## src/rtl/uart_irq_pkg.sv

```systemverilog
package uart_irq_pkg;
  localparam int STAT_W  = 8;
  localparam int TX_POS  = 0;
  localparam int RX_POS  = 1;
  localparam int BRK_POS = 2;
  localparam int COS_POS = 7;
endpackage

```

## src/rtl/uirq_src_sel.sv

```systemverilog
module uirq_src_sel (
  input  logic use_full,
  input  logic tx_ready,
  input  logic rx_ready,
  input  logic fifo_full,
  output logic tx_bit,
  output logic rx_bit
);
  always_comb begin
    tx_bit = tx_ready;
    rx_bit = use_full ? fifo_full : rx_ready;
  end
endmodule

```

## src/rtl/uirq_brk_hold.sv

```systemverilog
module uirq_brk_hold (
  input  logic clk,
  input  logic rst,
  input  logic set_i,
  input  logic clr_i,
  output logic flag_next,
  output logic flag_q
);
  // set has priority over clear
  always_comb begin
    if (set_i)      flag_next = 1'b1;
    else if (clr_i) flag_next = 1'b0;
    else            flag_next = flag_q;
  end

  always_ff @(posedge clk) begin
    if (rst) flag_q <= 1'b0;
    else     flag_q <= flag_next;
  end
endmodule

```

## src/rtl/uirq_mask_gen.sv

```systemverilog
module uirq_mask_gen #(
  parameter int W = 8
) (
  input  logic         clk,
  input  logic         rst,
  input  logic         wr_en,
  input  logic [W-1:0] wr_data,
  input  logic [W-1:0] stat_next,
  output logic [W-1:0] mask_q,
  output logic         req_q
);
  logic [W-1:0] mask_next;

  always_comb mask_next = wr_en ? wr_data : mask_q;

  always_ff @(posedge clk) begin
    if (rst) begin
      mask_q <= '0;
      req_q  <= 1'b0;
    end else begin
      mask_q <= mask_next;
      req_q  <= |(stat_next & mask_next);
    end
  end
endmodule

```

## src/rtl/uart_irq_ctrl.sv

```systemverilog
module uart_irq_ctrl
  import uart_irq_pkg::*;
#(
  parameter int W = STAT_W
) (
  input  logic         clk,
  input  logic         rst,
  input  logic         flag_tx_ready,
  input  logic         flag_rx_ready,
  input  logic         flag_fifo_full,
  input  logic         rx_src_full,
  input  logic         break_seen,
  input  logic         break_clear,
  input  logic         mask_wr,
  input  logic [W-1:0] mask_wdata,
  output logic [W-1:0] irq_status,
  output logic         irq_out
);
  logic         tx_bit, rx_bit;
  logic         brk_next, brk_q;
  logic [W-1:0] stat_next, stat_q;
  logic [W-1:0] mask_q;

  uirq_src_sel u_sel (
    .use_full (rx_src_full),
    .tx_ready (flag_tx_ready),
    .rx_ready (flag_rx_ready),
    .fifo_full(flag_fifo_full),
    .tx_bit   (tx_bit),
    .rx_bit   (rx_bit)
  );

  uirq_brk_hold u_brk (
    .clk      (clk),
    .rst      (rst),
    .set_i    (break_seen),
    .clr_i    (break_clear),
    .flag_next(brk_next),
    .flag_q   (brk_q)
  );

  // next status byte; reserved positions, including change-of-state, stay 0
  always_comb begin
    stat_next          = '0;
    stat_next[TX_POS]  = tx_bit;
    stat_next[RX_POS]  = rx_bit;
    stat_next[BRK_POS] = brk_next;
    stat_next[COS_POS] = 1'b0;
  end

  always_ff @(posedge clk) begin
    if (rst) stat_q <= '0;
    else     stat_q <= {stat_next[W-1:BRK_POS+1], 1'b0, stat_next[RX_POS:0]};
  end

  uirq_mask_gen #(.W(W)) u_mask (
    .clk      (clk),
    .rst      (rst),
    .wr_en    (mask_wr),
    .wr_data  (mask_wdata),
    .stat_next(stat_next),
    .mask_q   (mask_q),
    .req_q    (irq_out)
  );

  assign irq_status = {stat_q[W-1:BRK_POS+1], brk_q, stat_q[RX_POS:0]};
endmodule

```

## config.mk

```make
export PLATFORM = sky130hd
export DESIGN_NAME = uart_irq_ctrl
export DESIGN_NICKNAME = d
export VERILOG_FILES = /design/src/rtl/uart_irq_pkg.sv /design/src/rtl/uirq_src_sel.sv /design/src/rtl/uirq_brk_hold.sv /design/src/rtl/uirq_mask_gen.sv /design/src/rtl/uart_irq_ctrl.sv
export SDC_FILE = /design/constraint.sdc
export NUM_CORES = 1
export LEC_CHECK = 0
export CORE_AREA = 3 3 40 42
export DETAILED_ROUTE_END_ITERATION = 7
export DIE_AREA = 0 0 43 45
export GPL_TIMING_DRIVEN = 0
export PLACE_DENSITY_LB_ADDON = 0.1
export RECOVER_POWER = 25
export SLEW_MARGIN = 25
export SYNTH_ARGS = -nofsm -noshare
export SYNTH_HDL_FRONTEND = slang
export SYNTH_SLANG_ARGS = --single-unit
```

## constraint.sdc

```tcl
create_clock -name clk -period 1.6 [get_ports clk]
set_clock_uncertainty 0.05 [all_clocks]
set_input_delay 0.32 -clock clk [delete_from_list [all_inputs] [get_ports clk]]
set_output_delay 0.32 -clock clk [all_outputs]
set_load 0.03 [all_outputs]
```

==> metrics, run 1 <==
I/O Pins 26; sequential area share after synthesis 47.3%; Period minus WS final 1.42 ns; post-route DRC violation count 0; IR drop worst, VDD between 0.2 and 0.3 mV; FMAX 703 MHz; largest net degree at the start of global routing 9; pwr/cell area 885 nW/um^2; Avg WL per Cell 8.85 um; Crit Path Category input port to flop; Synth Cell Area 297 um^2; Period Utilization, post-route between 80% and 90%; first-pass GRT wire length slightly below 1 mm; die area 1940 um^2; WL final a little under 600 um; CP arrival 1.50 ns; total track usage 7.53%; ant diodes 0; CTS tree yes; Max Slew Vio Count 0; critical path launch point type input port; CP max FO 3; final net count 70; post-synth cell types 13; fin area just over 500 um^2; Placed Area 470 um^2; Post CTS Setup Buffer Count 0; Clock Tree Buf Depth 2; initial antenna violation count 0; Layout area overhead 69.6%; Util after Layout 39.1%; Iter 0 DRT Violations 3; P_leak 0.278 nW; Num CTS Buffers 3; Die H between 40 and 50 um; yosys synthesis warning count 0; DR pass1 iterations 4; GP Congestion 0.638; ranking of synthesized cells by area dfxtp_1 47%, buf_4 15%, mux2i_1 14%; via/cell ratio 3.70; Mapped Cells 30; # fillers 132; Setup crit end kind flop; Synth area leader dfxtp_1; CTS Root Cell clkbuf_4; Final ANT Viol Nets 0; via count 248; Sink Count 7; worst hold path type input port to flop; Hold Vio Cnt, Final 0; vias in the first global route 261; most frequent cells in the layout 8 x clkdlybuf4s50_1, 7 x dfxtp_1, 6 x buf_4; # setup viols final 0; global route overflow 0; outcome complete, no violations; area share of the largest cell type after synthesis 47.3%; num rows 13; share of layout cells above drive strength 1 21.2%; RSZ-0062 raised after global routing false; Starting Density 23.1%; Final TNS setup 0 ns; Mean Syn Cell Area 9.88 um^2; H-Tree Depth 1; Die Wd 43 um; Core Area 1280 um^2; most common cell after layout, fill and taps aside clkdlybuf4s50_1; Clk pin slew, worst setup/hold paths 0.05 ns; synthesis-stage register bit count 7; port buffer count 14; max-cap violations 0; Clock Latency Late Sink 0.24 ns; Critical Path RT roughly 1.7 ns
==> cell usage after synthesis <==
| cell | number |
|---|---|
| a211o_1 | 1 |
| a211oi_2 | 1 |
| a21oi_1 | 1 |
| buf_4 | 6 |
| clkbuf_2 | 1 |
| conb_1 | 1 |
| dfxtp_1 | 7 |
| inv_1 | 1 |
| mux2i_1 | 4 |
| nand2b_1 | 1 |
| nor2_1 | 4 |
| nor2b_1 | 1 |
| nor3_1 | 1 |
==> worst max-delay path, stage by stage <==
cell             delay, ns
clkdlybuf4s50_1       0.56
mux2i_1               0.27
nor3_1                0.08
a211o_1               0.27
==> repair_timing <==
action	4_1_cts	5_1_grt
hold buffers	0	0
resized for setup	1	3
setup endpoints to repair	1	3
hold endpoints to repair	0	0
==> cells by family (layout without fill, tap and decap cells) <==
group	Yosys count	count (layout)	synth area share, %
flip-flops	7	7	47.3
multiplexers	4	4	13.5
AND/OR/NAND/NOR	7	7	11.0
other	1	5	1.26
AO/OA/AOI/OAI	3	3	8.86
buffers and inverters	8	26	18.1
==> where the power goes <==
part	total [mW]	switching, mW	leakage, nW	internal [mW]
Combinational	0.103	0.0518	0.205	0.0513
Sequential	0.189	0.00287	0.0581	0.186
Clock	0.153	0.0581	0.0150	0.0947
Total	0.445	0.113	0.278	0.332
==> per-stage QoR <==
stage               instances  total power, mW  hold WS, ns  setup WS [ns]
floorplan                  34            0.255        0.388          0.607
global placement           63            0.298        0.420        -0.0425
detailed placement         63            0.299        0.430        -0.0644
CTS                        67            0.458        0.305       0.000331
global route               67            0.479        0.308          0.141
finish                     67            0.445        0.315          0.178
==> state kept, by name, indices dropped and copies added (netlist names) <==
signal / cells
stat_q: 2
u_brk.flag_q: 1
u_mask.mask_q: 3
u_mask.req_q: 1
==> final cells by class <==
type / count / area (um^2) / share of cell area, %
Tap cell: 15 / 18.8 / 3.73
Multi-Input combinational cell: 19 / 118 / 23.4
Sequential cell: 7 / 140 / 27.9
Inverter: 1 / 3.75 / 0.746
Timing Repair Buffer: 14 / 146 / 29.1
Buffer: 7 / 50.0 / 9.95
Clock buffer: 4 / 26.3 / 5.22
==> final timing paths <==
check,startpoint,end,slack [ns],depth (start not counted)
setup / recovery,mask_wr,u_mask.req_q$_SDFF_PP0_,0.18,4
hold / removal,rst,u_brk.flag_q$_SDFF_PP0_,0.32,2
setup reg to reg,u_mask.mask_q[1]$_SDFF_PP0_,u_mask.req_q$_SDFF_PP0_,0.62,3
hold reg to reg,u_mask.mask_q[1]$_SDFF_PP0_,u_mask.mask_q[1]$_SDFF_PP0_,0.44,2
==> layer usage <==
layer | vias up | wire length (um) | track usage (%)
li1 | 129 | - | -
met4 | 0 | 0 | 7.23
met5 | - | 0 | 0
met3 | 0 | 118 | 5.98
met1 | 99 | 258 | 7.09
met2 | 20 | 216 | 10.2
No activity file was read; power rests on OpenSTA's default activity.
==> run 2: changes to the inputs <==
--- a/constraint.sdc
+++ b/constraint.sdc
@@ -3,3 +3,3 @@
 set_input_delay 0.32 -clock clk [delete_from_list [all_inputs] [get_ports clk]]
 set_output_delay 0.32 -clock clk [all_outputs]
-set_load 0.03 [all_outputs]
+set_load 0.05 [all_outputs]
==> metrics, run 2 (synthesis gave the netlist of run 1 again) <==
first-pass GRT wire length 966 um; hold_sp rst; CTS tree yes; flop2flop setup slack about 0.62 ns; Iter 0 DRT Violations 2; critical path, cell by cell buf_4, dlygate4sd2_1; post-cts gate resize count 4; biggest registers after layout u_mask.mask_q: 3 flops, stat_q: 2 flops; CTS Root Cell clkbuf_4; CP max FO 2; num rows 13; Clock Latency Late Sink 0.24 ns; via count 247; WL final 576 um; Starting Density 23.1%; Hold Vio Cnt, Final 0; CP peak stage delay 0.51 ns; met3 usage 5.98%; CP max-delay cell dlygate4sd2_1; Period Utilization, post-route a little over nine tenths; Max Slew Vio Count 0; share of layout cells above drive strength 1 21.2%; Worst Reg-to-Reg Cells 3; Core Area approximately 1300 um^2; Crit Path Category flop to output port; most frequent cells in the layout 8 x clkdlybuf4s50_1, 7 x dfxtp_1, 6 x buf_4; outcome complete, no violations; critical path launch point type flop; vias in the first global route 261; fin area around 490 um^2; Placed Area roughly 470 um^2; IR drop worst, VDD 0.304 mV; Clk pin slew, worst setup/hold paths 0.05 ns; Period minus WS final 1.54 ns; Layout area overhead 65.8%; pre-CTS setup slack -0.0644 ns; port buffer count 14; Clock Tree Buf Depth 2; FF-to-FF Start u_mask.mask_q[1]$_SDFF_PP0_; Layout Cells excl Fill 67; post-route DRC violation count 0; Sink Count 7; hold endpoint stat_q[0]$_SDFF_PP0_; FMAX 650 MHz; Reg2Reg Capture Point u_mask.req_q$_SDFF_PP0_; global route overflow 0; Setup crit end kind output port; global-route met2 utilization 10.2%; I/O Pins 26; Critical Path RT 1.23 ns; Die Wd 43 um; post-route setup slack 0.0604 ns; worst hold path type input port to flop; DR pass1 iterations 4; GP Congestion roughly 0.64; Num CTS Buffers 3; CP arrival 1.17 ns; Final ANT Viol Nets 0; gr busiest metal met2; H-Tree Depth 1; total track usage 7.53%; Largest Register u_mask.mask_q; routing usage on met1 7.09%; most common cell after layout, fill and taps aside clkdlybuf4s50_1; # setup viols final 0; RSZ-0062 raised after global routing false; hold path depth 2; Die H about 45 um; placed insts 63; pwr/cell area 944 nW/um^2; largest net degree at the start of global routing 9; Post CTS Setup Buffer Count 0; final net count 70; Final TNS setup 0 ns; max reg flops 3; P_leak ~0.25 nW; ant diodes 0; Avg WL per Cell 8.60 um; initial antenna violation count 0; max-cap violations 0; Hold Slack 0.309 ns; via/cell ratio 3.69; die area 1940 um^2; Post-CTS Hold Fix Bufs 0
[run 2: where the power goes]
part	switching [mW]	leakage, nW	internal, mW
logic	0.0725	0.172	0.0484
registers	0.00286	0.0581	0.186
clock network	0.0591	0.0150	0.0948
[run 2: per-stage QoR]
stage	power [mW]	util [%]
final	0.464	38.3
after global placement	0.319	36.6
after floorplan	0.277	-
after CTS	0.475	38.3
after detailed placement	0.320	36.6
after global routing	0.498	38.3
[run 2: how the worst max path moves through the flow]
stage | endpoint | start | slack, ns
2_1_floorplan | u_mask.req_q$_SDFF_PP0_ | mask_wr | 0.61
6_report | irq_status[2] | u_brk.flag_q$_SDFF_PP0_ | 0.06
4_1_cts | irq_status[2] | u_brk.flag_q$_SDFF_PP0_ | 0.04
5_1_grt | irq_status[2] | u_brk.flag_q$_SDFF_PP0_ | 0.01
3_3_place_gp | u_mask.req_q$_SDFF_PP0_ | mask_wr | -0.04
3_5_place_dp | u_mask.req_q$_SDFF_PP0_ | mask_wr | -0.06
[run 2: layer usage]
metal | share of wire [%] | wire (um)
met5 | 0 | 0
met4 | 0 | 0
met3 | 17 | 100
met2 | 37 | 214
met1 | 45 | 261
[run 2: final cells by class]
class | count | area [um^2]
Fill cell | 137 | 793
Sequential cell | 7 | 140
Timing Repair Buffer | 14 | 135
Multi-Input combinational cell | 19 | 118
Buffer | 7 | 50.0
Clock buffer | 4 | 26.3
Tap cell | 15 | 18.8
Inverter | 1 | 3.75
[run 2: critical path, delay by kind of cell, from the launching register on]
family | cells | cell delay, ns
buf+inv | 2 | 0.61
flops | 1 | 0.32
==> run 3: changes to the inputs <==
Settings changed: ABC_AREA set to 1.
Clock period 1.6 ns to 1.5 ns, I/O delays scaled along.
==> metrics, run 3 <==
outcome complete, no violations; mux contribution to synthesized area 0%; Period Utilization, post-route 94.3%; Hold Vio Cnt, Final 0; Mapped Cells 44; sequential area share after synthesis 44.8%; Reg area approximately 140 um^2; Critical Path RT 1.15 ns; most frequent cell after synthesis nand2_1; area share of the largest cell type after synthesis 44.8%; Iter 0 DRT Violations 1; GP Congestion 0.714; sequential share of power 40.1%; ranking of synthesized cells by area dfxtp_1 45%, nand2_1 17%, buf_4 14%; Post-Synth XOR/XNOR Area 0%; CTS Root Cell clkbuf_4; biggest registers after layout u_mask.mask_q: 3 flops, stat_q: 2 flops; Post-DP HPWL 526 um; largest net degree at the start of global routing 8; Reg2Reg Capture Point u_mask.req_q$_SDFF_PP0_; hold endpoint u_mask.mask_q[1]$_SDFF_PP0_; Synth area leader dfxtp_1; P_leak 0.277 nW; hold path depth 2; Clock Tree Buf Depth 2; main flop type after synthesis dfxtp_1; critical path launch point type flop; initial antenna violation count 0; Core Area 1280 um^2; ant diodes 0; post-route DRC violation count 0; FF-to-FF Start u_brk.flag_q$_SDFF_PP0_; Sw Ratio 29.7%; pwr/cell area between 900 and 1000 nW/um^2; CTS tree yes; # setup viols final 0; num rows 13; RSZ-0062 raised after global routing false; CP max FO 1; H-Tree Depth 1; critical path, cell by cell dlygate4sd2_1; IR drop worst, VDD around 0.44 mV; switching power 0.149 mW; Comb pwr share approximately a quarter; total track usage under 10%; Synth Cell Area 313 um^2; post-layout power 0.500 mW; Worst Reg-to-Reg Cells 4; CP peak stage delay between 0.5 and 0.6 ns; port buffer count 15; Max Slew Vio Count 0; most frequent cells after synthesis 14 x nand2_1, 7 x dfxtp_1, 6 x buf_4; post-synthesis adder-cell area fraction 0%; placed insts 78; Die Wd 43 um; Setup crit end kind output port; Pint 0.352 mW; compound-cell area share of the yosys netlist 8.00%; Post-CTS Hold Fix Bufs 0; worst hold path type flop to flop; Mean Syn Cell Area 7.11 um^2; via count 303; Buf/Inv on CP 1; Post CTS Setup Buffer Count 0; Clk pin slew, worst setup/hold paths 0.05 ns; number of synthesized flops with an enable pin 0; WL final 627 um; hold_sp u_mask.mask_q[1]$_SDFF_PP0_; clock power share 33.4%; via/cell ratio about 3.7; Sink Count 7; share of layout cells above drive strength 1 17.9%; CP arrival 1.06 ns; multi-input logic area roughly 120 um^2; die area 1940 um^2; Starting Density 24.3%; Num CTS Buffers 3; max reg flops 3; max-cap violations 0; synthesis-stage register bit count 7; Largest Register u_mask.mask_q; Final ANT Viol Nets 0; ys async rst share 0%; Final TNS setup 0 ns; CP max-delay cell dlygate4sd2_1; most frequent cells in the layout 14 x nand2_1, 10 x clkdlybuf4s50_1, 7 x buf_4, 7 x dfxtp_1; post-synth cell types 9; largest family of logic cells by synthesized area simple AND/OR/NAND/NOR gates; post-cts gate resize count 5; Avg WL per Cell 7.65 um; Layout area overhead 65.2%; Clock Latency Late Sink about 0.25 ns; I/O Pins 26; Simple-Gate Fraction of Synth Area 24.4%; first-pass GRT wire length 1.07 mm; # fillers around 150; vias in the first global route roughly 270; flop2flop setup slack roughly 0.78 ns; most common cell after layout, fill and taps aside nand2_1; Largest delay share family, worst path buffers and inverters; Period minus WS final 1.41 ns; Die H around 45 um; Layout Cells excl Fill 82; global route overflow 0; yosys synthesis warning count 0; Crit Path Category flop to output port; final net count 85; FMAX roughly 710 MHz; DR pass1 iterations 2
## run 3: worst max-delay path by stage
stage,end,cells after the start,startpoint,slack [ns]
global placement,irq_status[2],2,u_brk.flag_q$_SDFF_PP0_,-0.04
detailed placement,irq_status[2],2,u_brk.flag_q$_SDFF_PP0_,-0.03
floorplan,irq_out,0,u_mask.req_q$_SDFF_PP0_,0.56
finish,irq_status[0],1,stat_q[0]$_SDFF_PP0_,0.09
CTS,irq_status[0],1,stat_q[0]$_SDFF_PP0_,0.06
global route,irq_status[0],1,stat_q[0]$_SDFF_PP0_,0.03
## run 3: logic make-up after synthesis
kind of cell / Yosys count
DFF: 7
AOI/OAI and AO/OA: 5
and+or+nand+nor: 19
buffers and inverters: 12
other: 1
## run 3: metrics by stage
step           utilization (%)  worst slack (ns)  hold slack, ns  area (um^2)
5_1_grt                   40.2            0.0308           0.439          517
4_1_cts                   40.2            0.0626           0.419          517
6_report                  40.2            0.0860           0.417          517
3_3_place_gp              38.7           -0.0413           0.408          497
3_5_place_dp              38.7           -0.0344           0.412          497
2_1_floorplan                -             0.563           0.319          328
## run 3: tightest hold or removal path: cells and delay by family (launching register included)
family             cells  cell delay (ns)
AOI/OAI and AO/OA      1             0.06
and+or+nand+nor        1             0.07
DFF                    1             0.29
## run 3: power by group through the flow
stage / Clock [mW] / Combinational, mW / Sequential [mW]
finish: 0.167 / 0.133 / 0.201
global route: 0.194 / 0.144 / 0.202
CTS: 0.181 / 0.134 / 0.201
detailed placement: 0 / 0.138 / 0.205
global placement: 0 / 0.138 / 0.205
floorplan: 0 / 0.0673 / 0.225
## run 3: final cells by class
cell class	count	share of cell area [%]
inverters	6	4.36
multi-input cells	29	23.2
well taps	15	3.63
clock buffers	4	5.08
repair buffers	15	27.8
flip-flops and latches	7	27.1
plain buffers	6	8.72
## run 3: routing by layer
metal	track usage, %	part of all wire, %	vias to the layer above
met5	0	0	-
met4	3.61	0.96	0
met3	6.37	15	2
met2	11.4	41	16
met1	8.74	43	114
li1	-	-	171
